## src/rtl/spiw_pkg.sv

```systemverilog
package spiw_pkg;
  localparam logic [4:0] OFF_CTRL  = 5'h00;
  localparam logic [4:0] OFF_CFG   = 5'h04;
  localparam logic [4:0] OFF_TXD   = 5'h08;
  localparam logic [4:0] OFF_RXD   = 5'h0C;
  localparam logic [4:0] OFF_CAUSE = 5'h10;

  typedef struct packed {
    logic load;    // capture a new transmit word
    logic wide;    // word size at load: 1 = 16 bits
    logic shift;   // falling edge: present next bit
    logic sample;  // rising edge: capture miso
  } dpStrobe_t;
endpackage

```

## src/rtl/spiw_ctrl.sv

```systemverilog
module spiw_ctrl
  import spiw_pkg::*;
#(
  parameter int ADDR_W = 5,
  parameter int DATA_W = 32,
  parameter int WORD_W = 16
) (
  input  logic              clk,
  input  logic              rst_n,
  input  logic              req,
  input  logic              we,
  input  logic [ADDR_W-1:0] addr,
  input  logic [DATA_W-1:0] wdata,
  output logic [DATA_W-1:0] rdata,
  output logic              ack,
  input  logic [WORD_W-1:0] rxWord,
  output logic              sclk,
  output logic              csN,
  output logic              busy,
  output logic              cause,
  output dpStrobe_t         stb
);
  localparam int HALF_W = 4;
  localparam int BIT_W  = $clog2(WORD_W);

  logic              csSel, cfgWide, cfgAdj, wideLat;
  logic [4:0]        cfgPresc;
  logic [HALF_W-1:0] halfLat, halfCnt;
  logic [BIT_W-1:0]  bitCnt;
  logic              busyQ, causeQ, sclkQ, ackQ;
  logic [DATA_W-1:0] rdataQ;
  logic              wrEn, txGo, edgeEv, riseEv, fallEv, lastBit, doneEv, clrEv;
  logic [DATA_W-1:0] rdMux;

  function automatic logic [HALF_W-1:0] halfOf(input logic [4:0] code);
    if (code < 5'h12) return HALF_W'(2);
    else              return HALF_W'(code - 5'h10);
  endfunction

  always_comb begin
    wrEn    = req && we;
    txGo    = wrEn && (addr == OFF_TXD) && !busyQ;
    clrEv   = wrEn && (addr == OFF_CAUSE) && (wdata == '0);
    edgeEv  = busyQ && (halfCnt == halfLat - HALF_W'(1));
    riseEv  = edgeEv && !sclkQ;
    fallEv  = edgeEv && sclkQ;
    lastBit = (bitCnt == (wideLat ? BIT_W'(WORD_W - 1) : BIT_W'(WORD_W/2 - 1)));
    doneEv  = fallEv && lastBit;
    stb.load   = txGo;
    stb.wide   = cfgWide;
    stb.shift  = fallEv && !lastBit;
    stb.sample = riseEv;
  end

  always_comb begin
    rdMux = '0;
    case (addr)
      OFF_CTRL:  begin rdMux[0] = csSel; rdMux[1] = busyQ; end
      OFF_CFG:   begin rdMux[4:0] = cfgPresc; rdMux[5] = cfgWide; rdMux[14] = cfgAdj; end
      OFF_RXD:   rdMux[WORD_W-1:0] = rxWord;
      OFF_CAUSE: rdMux[0] = causeQ;
      default:   rdMux = '0;
    endcase
  end

  always_ff @(posedge clk or negedge rst_n) begin
    if (!rst_n) begin
      csSel <= 1'b0; cfgWide <= 1'b0; cfgAdj <= 1'b0; cfgPresc <= '0;
      busyQ <= 1'b0; causeQ <= 1'b0; sclkQ <= 1'b0; wideLat <= 1'b0;
      halfLat <= HALF_W'(2); halfCnt <= '0; bitCnt <= '0;
      ackQ <= 1'b0; rdataQ <= '0;
    end else begin
      ackQ   <= req;
      rdataQ <= (req && !we) ? rdMux : '0;
      if (wrEn && addr == OFF_CTRL) csSel <= wdata[0];
      if (wrEn && addr == OFF_CFG) begin
        cfgPresc <= wdata[4:0];
        cfgWide  <= wdata[5];
        cfgAdj   <= wdata[14];
      end
      if (doneEv)     causeQ <= 1'b1;
      else if (clrEv) causeQ <= 1'b0;
      if (txGo) begin
        busyQ   <= 1'b1;
        halfLat <= halfOf(cfgPresc);
        wideLat <= cfgWide;
        halfCnt <= '0;
        bitCnt  <= '0;
        sclkQ   <= 1'b0;
      end else if (busyQ) begin
        if (edgeEv) begin
          halfCnt <= '0;
          if (!sclkQ) sclkQ <= 1'b1;
          else begin
            sclkQ <= 1'b0;
            if (lastBit) busyQ  <= 1'b0;
            else         bitCnt <= bitCnt + BIT_W'(1);
          end
        end else begin
          halfCnt <= halfCnt + HALF_W'(1);
        end
      end
    end
  end

  assign rdata = rdataQ;
  assign ack   = ackQ;
  assign sclk  = sclkQ;
  assign csN   = ~csSel;
  assign busy  = busyQ;
  assign cause = causeQ;
endmodule

```

## src/rtl/spiw_dp.sv

```systemverilog
module spiw_dp
  import spiw_pkg::*;
#(
  parameter int WORD_W = 16
) (
  input  logic              clk,
  input  logic              rst_n,
  input  dpStrobe_t         stb,
  input  logic [WORD_W-1:0] txIn,
  input  logic              miso,
  output logic              mosi,
  output logic [WORD_W-1:0] rxWord
);
  localparam int HALF_WORD = WORD_W / 2;

  logic [WORD_W-1:0] txSr, rxSr;

  always_ff @(posedge clk or negedge rst_n) begin
    if (!rst_n) begin
      txSr <= '0;
      rxSr <= '0;
    end else if (stb.load) begin
      txSr <= stb.wide ? txIn : {txIn[HALF_WORD-1:0], {HALF_WORD{1'b0}}};
      rxSr <= '0;
    end else begin
      if (stb.shift)  txSr <= {txSr[WORD_W-2:0], 1'b0};
      if (stb.sample) rxSr <= {rxSr[WORD_W-2:0], miso};
    end
  end

  assign mosi   = txSr[WORD_W-1];
  assign rxWord = rxSr;
endmodule

```

## src/rtl/spiw_top.sv

```systemverilog
module spiw_top
  import spiw_pkg::*;
#(
  parameter int ADDR_W = 5,
  parameter int DATA_W = 32,
  parameter int WORD_W = 16
) (
  input  logic              clk,
  input  logic              rst_n,
  input  logic              req,
  input  logic              we,
  input  logic [ADDR_W-1:0] addr,
  input  logic [DATA_W-1:0] wdata,
  output logic [DATA_W-1:0] rdata,
  output logic              ack,
  output logic              sclk,
  output logic              mosi,
  input  logic              miso,
  output logic              csN
);
  dpStrobe_t         stb;
  logic [WORD_W-1:0] rxWord;
  logic              busyW, causeW;

  spiw_ctrl #(.ADDR_W(ADDR_W), .DATA_W(DATA_W), .WORD_W(WORD_W)) ctrl_i (
    .clk(clk), .rst_n(rst_n), .req(req), .we(we), .addr(addr), .wdata(wdata),
    .rdata(rdata), .ack(ack), .rxWord(rxWord), .sclk(sclk), .csN(csN),
    .busy(busyW), .cause(causeW), .stb(stb)
  );

  spiw_dp #(.WORD_W(WORD_W)) dp_i (
    .clk(clk), .rst_n(rst_n), .stb(stb), .txIn(wdata[WORD_W-1:0]),
    .miso(miso), .mosi(mosi), .rxWord(rxWord)
  );
endmodule

```

## config.mk

```make
export PLATFORM = sky130hd
export DESIGN_NAME = spiw_top
export DESIGN_NICKNAME = d
export VERILOG_FILES = /design/src/rtl/spiw_pkg.sv /design/src/rtl/spiw_ctrl.sv /design/src/rtl/spiw_dp.sv /design/src/rtl/spiw_top.sv
export SDC_FILE = /design/constraint.sdc
export NUM_CORES = 1
export LEC_CHECK = 0
export CORE_ASPECT_RATIO = 1.25
export CORE_MARGIN = 1.5
export CORE_UTILIZATION = 45
export CTS_CLUSTER_SIZE = 20
export DETAILED_ROUTE_END_ITERATION = 6
export PLACE_DENSITY = 0.77
export SLEW_MARGIN = 10
export SYNTH_ARGS = -nofsm -noshare
export SYNTH_HDL_FRONTEND = slang
export SYNTH_SLANG_ARGS = --single-unit
```

## constraint.sdc

```tcl
create_clock -name clk -period 2.2 [get_ports clk]
set_input_delay 0.44 -clock clk [delete_from_list [all_inputs] [get_ports clk]]
set_output_delay 0.44 -clock clk [all_outputs]
set_load 0.02 [all_outputs]
```

==> results of run 1 <==
-- sequential cells by signal, indices dropped and copies added (netlist names) --
signal and flops:
ctrl_i.wideLat 1, ctrl_i.ack 1, ctrl_i.cfgAdj 1, dp_i.rxWord 16, ctrl_i.cfgPresc 5, ctrl_i.cfgWide 1
dp_i.txSr 16, ctrl_i.sclk 1, ctrl_i.cause 1, ctrl_i.halfLat 4, ctrl_i.halfCnt 4, ctrl_i.csSel 1
ctrl_i.bitCnt 4, ctrl_i.busy 1, ctrl_i.rdata 16
-- where the power goes --
group	total [mW]	internal [mW]	switching (mW)
sequential	2.05	1.71	0.337
clock	1.06	0.535	0.522
combinational	1.13	0.585	0.546
-- worst max-delay path, cell delays in order, from the launching register on --
cell and delay (ps):
dfstp_2 530, inv_1 50, ha_1 270, xor2_1 210, nand3_2 160, nor4_4 260
buf_6 180, buf_12 130, mux2i_1 210, nor2_1 50
-- layout make-up --
cell class	instances	area [µm²]	share of cell area
Inverter	7	26.3	0.00554
Timing Repair Buffer	110	1050	0.222
Clock inverter	7	78.8	0.0166
Multi-Input combinational cell	233	1520	0.320
Tap cell	92	115	0.0243
Clock buffer	9	124	0.0261
Sequential cell	73	1830	0.385
-- stage by stage --
stage,total power [mW],instances,hold slack [ps],setup TNS [ps],setup slack (ps)
6_report,4.24,531,104,0,28.5
5_1_grt,4.49,531,119,-235,-50.0
4_1_cts,4.14,523,99.7,0,3.34
3_5_place_dp,3.06,507,480,-71.5,-28.1
3_3_place_gp,3.00,507,470,0,17.2
2_1_floorplan,2.67,345,144,0,51.8
-- placed cells by master, fill, tap and decap left out, types with 3 or more instances in the layout --
cell type	count
nand4_1	4
ha_1	3
clkdlybuf4s50_1	60
nor4_1	9
o21ai_0	18
and2_1	10
mux2_2	6
a221o_1	7
nor2_1	22
buf_12	3
xnor2_1	4
a22oi_1	3
a21oi_1	16
dfrtp_1	72
nor3_1	3
and3_1	5
nand3_1	9
nand2_1	35
inv_1	7
mux2i_1	26
a31oi_1	3
conb_1	16
or3_1	4
clkbuf_8	9
xor2_1	5
buf_4	42
nor2b_1	3
-- synthesized netlist by cell type (9+ instances only) --
cell type | n | area share
nand3_1 | 10 | 0.014
nor4_1 | 9 | 0.016
nand2_1 | 35 | 0.038
buf_4 | 16 | 0.035
mux2i_1 | 27 | 0.078
nor2_1 | 22 | 0.024
a21oi_1 | 17 | 0.025
and2_1 | 10 | 0.018
o21ai_0 | 19 | 0.027
dfrtp_1 | 72 | 0.52
-- logic make-up after synthesis --
| kind of cell | Yosys count | share of synthesized area |
|---|---|---|
| compound gates | 58 | 0.105 |
| xor+xnor | 12 | 0.0303 |
| fa+ha+maj | 3 | 0.0108 |
| buf+inv | 39 | 0.0656 |
| flops | 73 | 0.527 |
| mux | 33 | 0.0974 |
| other cells | 1 | 0.00108 |
| simple gates | 111 | 0.163 |
-- worst paths after layout --
path | slack, ps | start | to | cells after the start
min reg2reg | 500 | dp_i.rxWord[15]$_DFFE_PN0P_ | ctrl_i.rdata[15]$_DFF_PN0_ | 1
max | 30 | ctrl_i.halfLat[1]$_DFFE_PN1N_ | dp_i.rxWord[5]$_DFFE_PN0P_ | 9
max reg2reg | 30 | ctrl_i.halfLat[1]$_DFFE_PN1N_ | dp_i.rxWord[5]$_DFFE_PN0P_ | 9
max in group asynchronous | 1490 | rst_n | ctrl_i.cfgPresc[2]$_DFFE_PN0P_ | 2
min | 100 | rst_n | dp_i.txSr[8]$_DFFE_PN0P_ | 1
min in group clk | 500 | dp_i.rxWord[15]$_DFFE_PN0P_ | ctrl_i.rdata[15]$_DFF_PN0_ | 1
-- repair_timing --
item,4_1_cts,5_1_grt
resized for setup,1,11
buffers inserted,0,7
setup endpoints to repair,14,21
cloned,0,2
pin swaps,1,8
-- layer usage --
layer,global-route usage,up-vias
met5,0,-
li1,-,1336
met4,0.0955,0
met2,0.362,105
met3,0.0432,12
met1,0.242,1394
==> flow_metrics.py, run 1 <==
metrics = {
    "status": {
        "status": "finished, final reports clean",
    },
    "global_routing": {
        "overflow": 0,
        "grt_pass1_vias": 2753,
        "grt_max_degree": 28,
        "grt_pass1_wl_um": 12700,
        "track_usage": 0.208,
        "antenna_found_initial": 0,
    },
    "synthesis": {
        "netlist_area_um2": 3470,
        "ys_async_sr_fraction": 1.00,
        "ys_seq_area_frac": 0.527,
        "netlist_instances": 330,
        "synth_ff_type": "dfrtp_1",
        "synth_edf_count": 0,
        "synthesis.yosys.warnings": 0,
        "avgSynthCellArea_um2": 10.5,
        "synth-seq-cells": 73,
        "synth_cell_type_count": 41,
    },
    "timing": {
        "setup_viol": 0,
        "fin_worst_skew_ps": 9.08,
        "slew_viol_final": 0,
        "rsz0062_at_grt": "true",
        "report.final.hold_viol_count": 0,
        "period_share": 0.987,
        "tightest_slew_ps": 737,
        "relSlewSlack": 0.509,
        "period_minus_slack_ps": 2170,
        "fmax_mhz": 461,
    },
    "placement": {
        "port_buffers": 61,
        "placed_area_um2": 4380,
        "hpwlAfterDp_um": 5790,
        "place.gp.congestion": 0.836,
    },
    "clocking": {
        "cts.clk_slew.worst_paths_ps": 80,
        "cts.sinks": 73,
        "h-tree-depth": 3,
        "cts_hold_buffers": 0,
        "cts_buffer_depth": 2,
        "cts_root_buf": "clkbuf_8",
        "numCtsBuffers": 9,
        "cts_tree": "yes",
        "clock_latency_ps": 350,
    },
    "setup_path": {
        "crit_fanout": 7,
        "cp.arrival_ps": 2410,
        "worstPathRequired_ps": 2440,
        "setup.worst_path.end_class": "flop",
        "crit_path_start_kind": "flop",
        "critPathKind": "reg2reg",
    },
    "floorplan": {
        "dieHeight_um": 101,
        "start_util": 0.469,
        "dieArea_um2": 8250,
        "coreArea_um2": 7400,
        "chipWidth_um": 81.5,
        "io_pins": 78,
        "rows": 35,
    },
    "run": {
        "cap_violations": 0,
    },
    "cells_and_area": {
        "area_delta_synth_final_pct": 36.7,
        "num_antenna_cells": 0,
        "drive_gt1_frac": 0.196,
        "design_area_um2": 4740,
        "utilization": 0.641,
        "fill_cells": 587,
        "nNetsFinal": 479,
    },
    "power": {
        "p_leak_nw": 2.14,
        "ir_drop_mv": 0.493,
        "power_density_nw_per_um2": 893,
    },
    "routing": {
        "drc_errors": 0,
        "antenna_left": 0,
        "top_layer": "met4",
        "drt_iter0_drc": 225,
        "num_vias": 2847,
        "wl_per_cell_um": 15.5,
        "wl_um": 8210,
        "wl_met3_um": 457,
        "dr_wl_met2_um": 4540,
        "first_pass_iters": 4,
        "m1WireLength_um": 3060,
        "viasPerCell": 5.36,
    },
    "min_path": {
        "hp-class": "in2async",
    },
}
(Power assumes the default switching activity.)
==> run 2: changes to the inputs <==
- CAP_MARGIN: not set -> 40
- SKIP_LAST_GASP: not set -> 1
==> run 2 against run 1 <==
Clock power hardly changed. Sequential share of layout area is 0.071 points higher. Critical path type unchanged. Sequential cell count stayed put. Non-clock buffer count stayed put. Register-to-register slack hardly changed. Design area is 0.18% lower. Wire length is 0.39% higher. Die area stayed put. Worst setup slack better by 2.6 ps.
==> flow_metrics.py, run 2 (synthesis results as in run 1) <==
metrics = {
    "status": {
        "status": "finished, final reports clean",
    },
    "global_routing": {
        "grt_pass1_wl_um": 12700,
        "track_usage": 0.208,
        "antenna_found_initial": 0,
        "grt_pass1_vias": 2753,
        "grt_max_degree": 28,
        "overflow": 0,
    },
    "floorplan": {
        "dieArea_um2": 8250,
        "io_pins": 78,
        "dieHeight_um": 101,
        "coreArea_um2": 7400,
        "rows": 35,
        "start_util": 0.469,
        "chipWidth_um": 81.5,
    },
    "power": {
        "p_leak_nw": 2.14,
        "p_sw_mw": 1.40,
        "pwr-share-seq": 0.484,
        "power_frac_clock": 0.250,
        "p_sw_frac": 0.332,
        "power_density_nw_per_um2": 893,
        "ir_drop_mv": 0.489,
        "p_int_mw": 2.83,
        "comb_power_share": 0.266,
    },
    "timing": {
        "tightest_slew_ps": 742,
        "slew_viol_final": 0,
        "period_share": 0.986,
        "rsz0062_at_grt": "true",
        "fmax_mhz": 461,
        "relSlewSlack": 0.505,
        "report.final.hold_viol_count": 0,
        "setup_viol": 0,
        "fin_worst_skew_ps": 8.62,
        "period_minus_slack_ps": 2170,
    },
    "clocking": {
        "cts_hold_buffers": 0,
        "cts_tree": "yes",
        "h-tree-depth": 3,
        "numCtsBuffers": 9,
        "cts.clk_slew.worst_paths_ps": 80,
        "cts.sinks": 73,
        "cts_buffer_depth": 2,
        "clock_latency_ps": 350,
        "cts_root_buf": "clkbuf_8",
    },
    "routing": {
        "drt_iter0_drc": 235,
        "first_pass_iters": 4,
        "num_vias": 2826,
        "drc_errors": 0,
        "antenna_left": 0,
        "wl_per_cell_um": 15.5,
        "wl_um": 8240,
        "viasPerCell": 5.32,
    },
    "cells_and_area": {
        "drive_gt1_frac": 0.196,
        "design_area_um2": 4730,
        "final_cell_mix": "dfrtp_1, clkdlybuf4s50_1, buf_4",
        "utilization": 0.640,
        "layout_commonest_cell": "dfrtp_1",
        "nNetsFinal": 479,
        "area_delta_synth_final_pct": 36.4,
        "num_antenna_cells": 0,
    },
    "placement": {
        "placed_area_um2": 4380,
        "port_buffers": 61,
        "place.gp.congestion": 0.836,
        "hpwlAfterDp_um": 5790,
    },
    "setup_path": {
        "setup.worst_path.end_class": "flop",
        "r2r-start": "ctrl_i.halfLat[1]$_DFFE_PN1N_",
        "crit_path_start_kind": "flop",
        "r2r-end": "dp_i.rxWord[5]$_DFFE_PN0P_",
        "crit_fanout": 7,
        "reg2regPathDepth": 9,
        "cp.arrival_ps": 2410,
        "critPathKind": "reg2reg",
        "r2r_slack_ps": 30,
        "worstPathRequired_ps": 2440,
    },
    "run": {
        "cap_violations": 0,
    },
    "min_path": {
        "hp-class": "in2async",
    },
}
==> run 2: changes by cell type in the layout (fill, tap and decap cells not counted) <==
cell     delta
mux2i_2     +1
mux2i_4     -1
==> run 2: worst max path at each step <==
stage / start / to / depth (start not counted)
floorplan: ctrl_i.halfLat[1]$_DFFE_PN1N_ / dp_i.rxWord[2]$_DFFE_PN0P_ / 8
global placement: addr[2] / dp_i.txSr[11]$_DFFE_PN0P_ / 8
detailed placement: ctrl_i.halfLat[1]$_DFFE_PN1N_ / dp_i.txSr[5]$_DFFE_PN0P_ / 8
CTS: ctrl_i.halfLat[1]$_DFFE_PN1N_ / dp_i.rxWord[5]$_DFFE_PN0P_ / 9
global route: ctrl_i.halfLat[1]$_DFFE_PN1N_ / dp_i.rxWord[13]$_DFFE_PN0P_ / 9
finish: ctrl_i.halfLat[1]$_DFFE_PN1N_ / dp_i.rxWord[5]$_DFFE_PN0P_ / 9
==> run 2: critical path, cell delays in order, from the launching register on <==
cell and delay, ps:
dfstp_2 530, inv_1 40, ha_1 280, xor2_1 210
nand3_2 150, nor4_4 260, buf_6 180, buf_12 130
mux2i_1 210, nor2_1 50
==> run 2: area by class of cell <==
| type | instances | area, µm² |
|---|---|---|
| Multi-Input combinational cell | 233 | 1510 |
| Clock buffer | 9 | 124 |
| Inverter | 7 | 26.3 |
| Tap cell | 92 | 115 |
| Timing Repair Buffer | 110 | 1050 |
| Sequential cell | 73 | 1830 |
| Fill cell | 584 | 2670 |
| Clock inverter | 7 | 78.8 |
==> run 2: metal layers <==
| layer | global-route usage | part of all wire | wire length [µm] | vias to the layer above |
|---|---|---|---|---|
| met5 | 0 | 0 | 0 | - |
| li1 | - | - | - | 1335 |
| met4 | 0.0955 | 0.023 | 193 | 0 |
| met2 | 0.362 | 0.54 | 4480 | 89 |
| met3 | 0.0432 | 0.048 | 399 | 17 |
| met1 | 0.242 | 0.38 | 3170 | 1385 |
==> run 2: what timing repair did <==
item,in CTS,in global routing
setup buffers,0,7
gates cloned,0,2
setup endpoints to repair,14,21
gates resized for setup,1,10
pin swaps,1,8
==> run 2: power by group through the flow <==
stage | clock (mW) | combinational [mW] | sequential, mW
after global routing | 1.15 | 1.24 | 2.09
after detailed placement | 0 | 1.01 | 2.05
after CTS | 1.08 | 1.03 | 2.03
final | 1.06 | 1.12 | 2.04
after global placement | 0 | 0.964 | 2.04
after floorplan | 0 | 0.714 | 1.96
==> run 2: per-stage QoR <==
| step | power, mW | hold slack, ps | std cells | worst slack (ps) | TNS [ps] |
|---|---|---|---|---|---|
| 2_1_floorplan | 2.67 | 144 | 345 | 51.8 | 0 |
| 3_3_place_gp | 3.00 | 470 | 507 | 17.2 | 0 |
| 3_5_place_dp | 3.06 | 480 | 507 | -28.1 | -71.5 |
| 4_1_cts | 4.14 | 99.7 | 523 | 3.34 | 0 |
| 5_1_grt | 4.47 | 119 | 531 | -50.0 | -231 |
| 6_report | 4.23 | 99.9 | 531 | 31.1 | 0 |
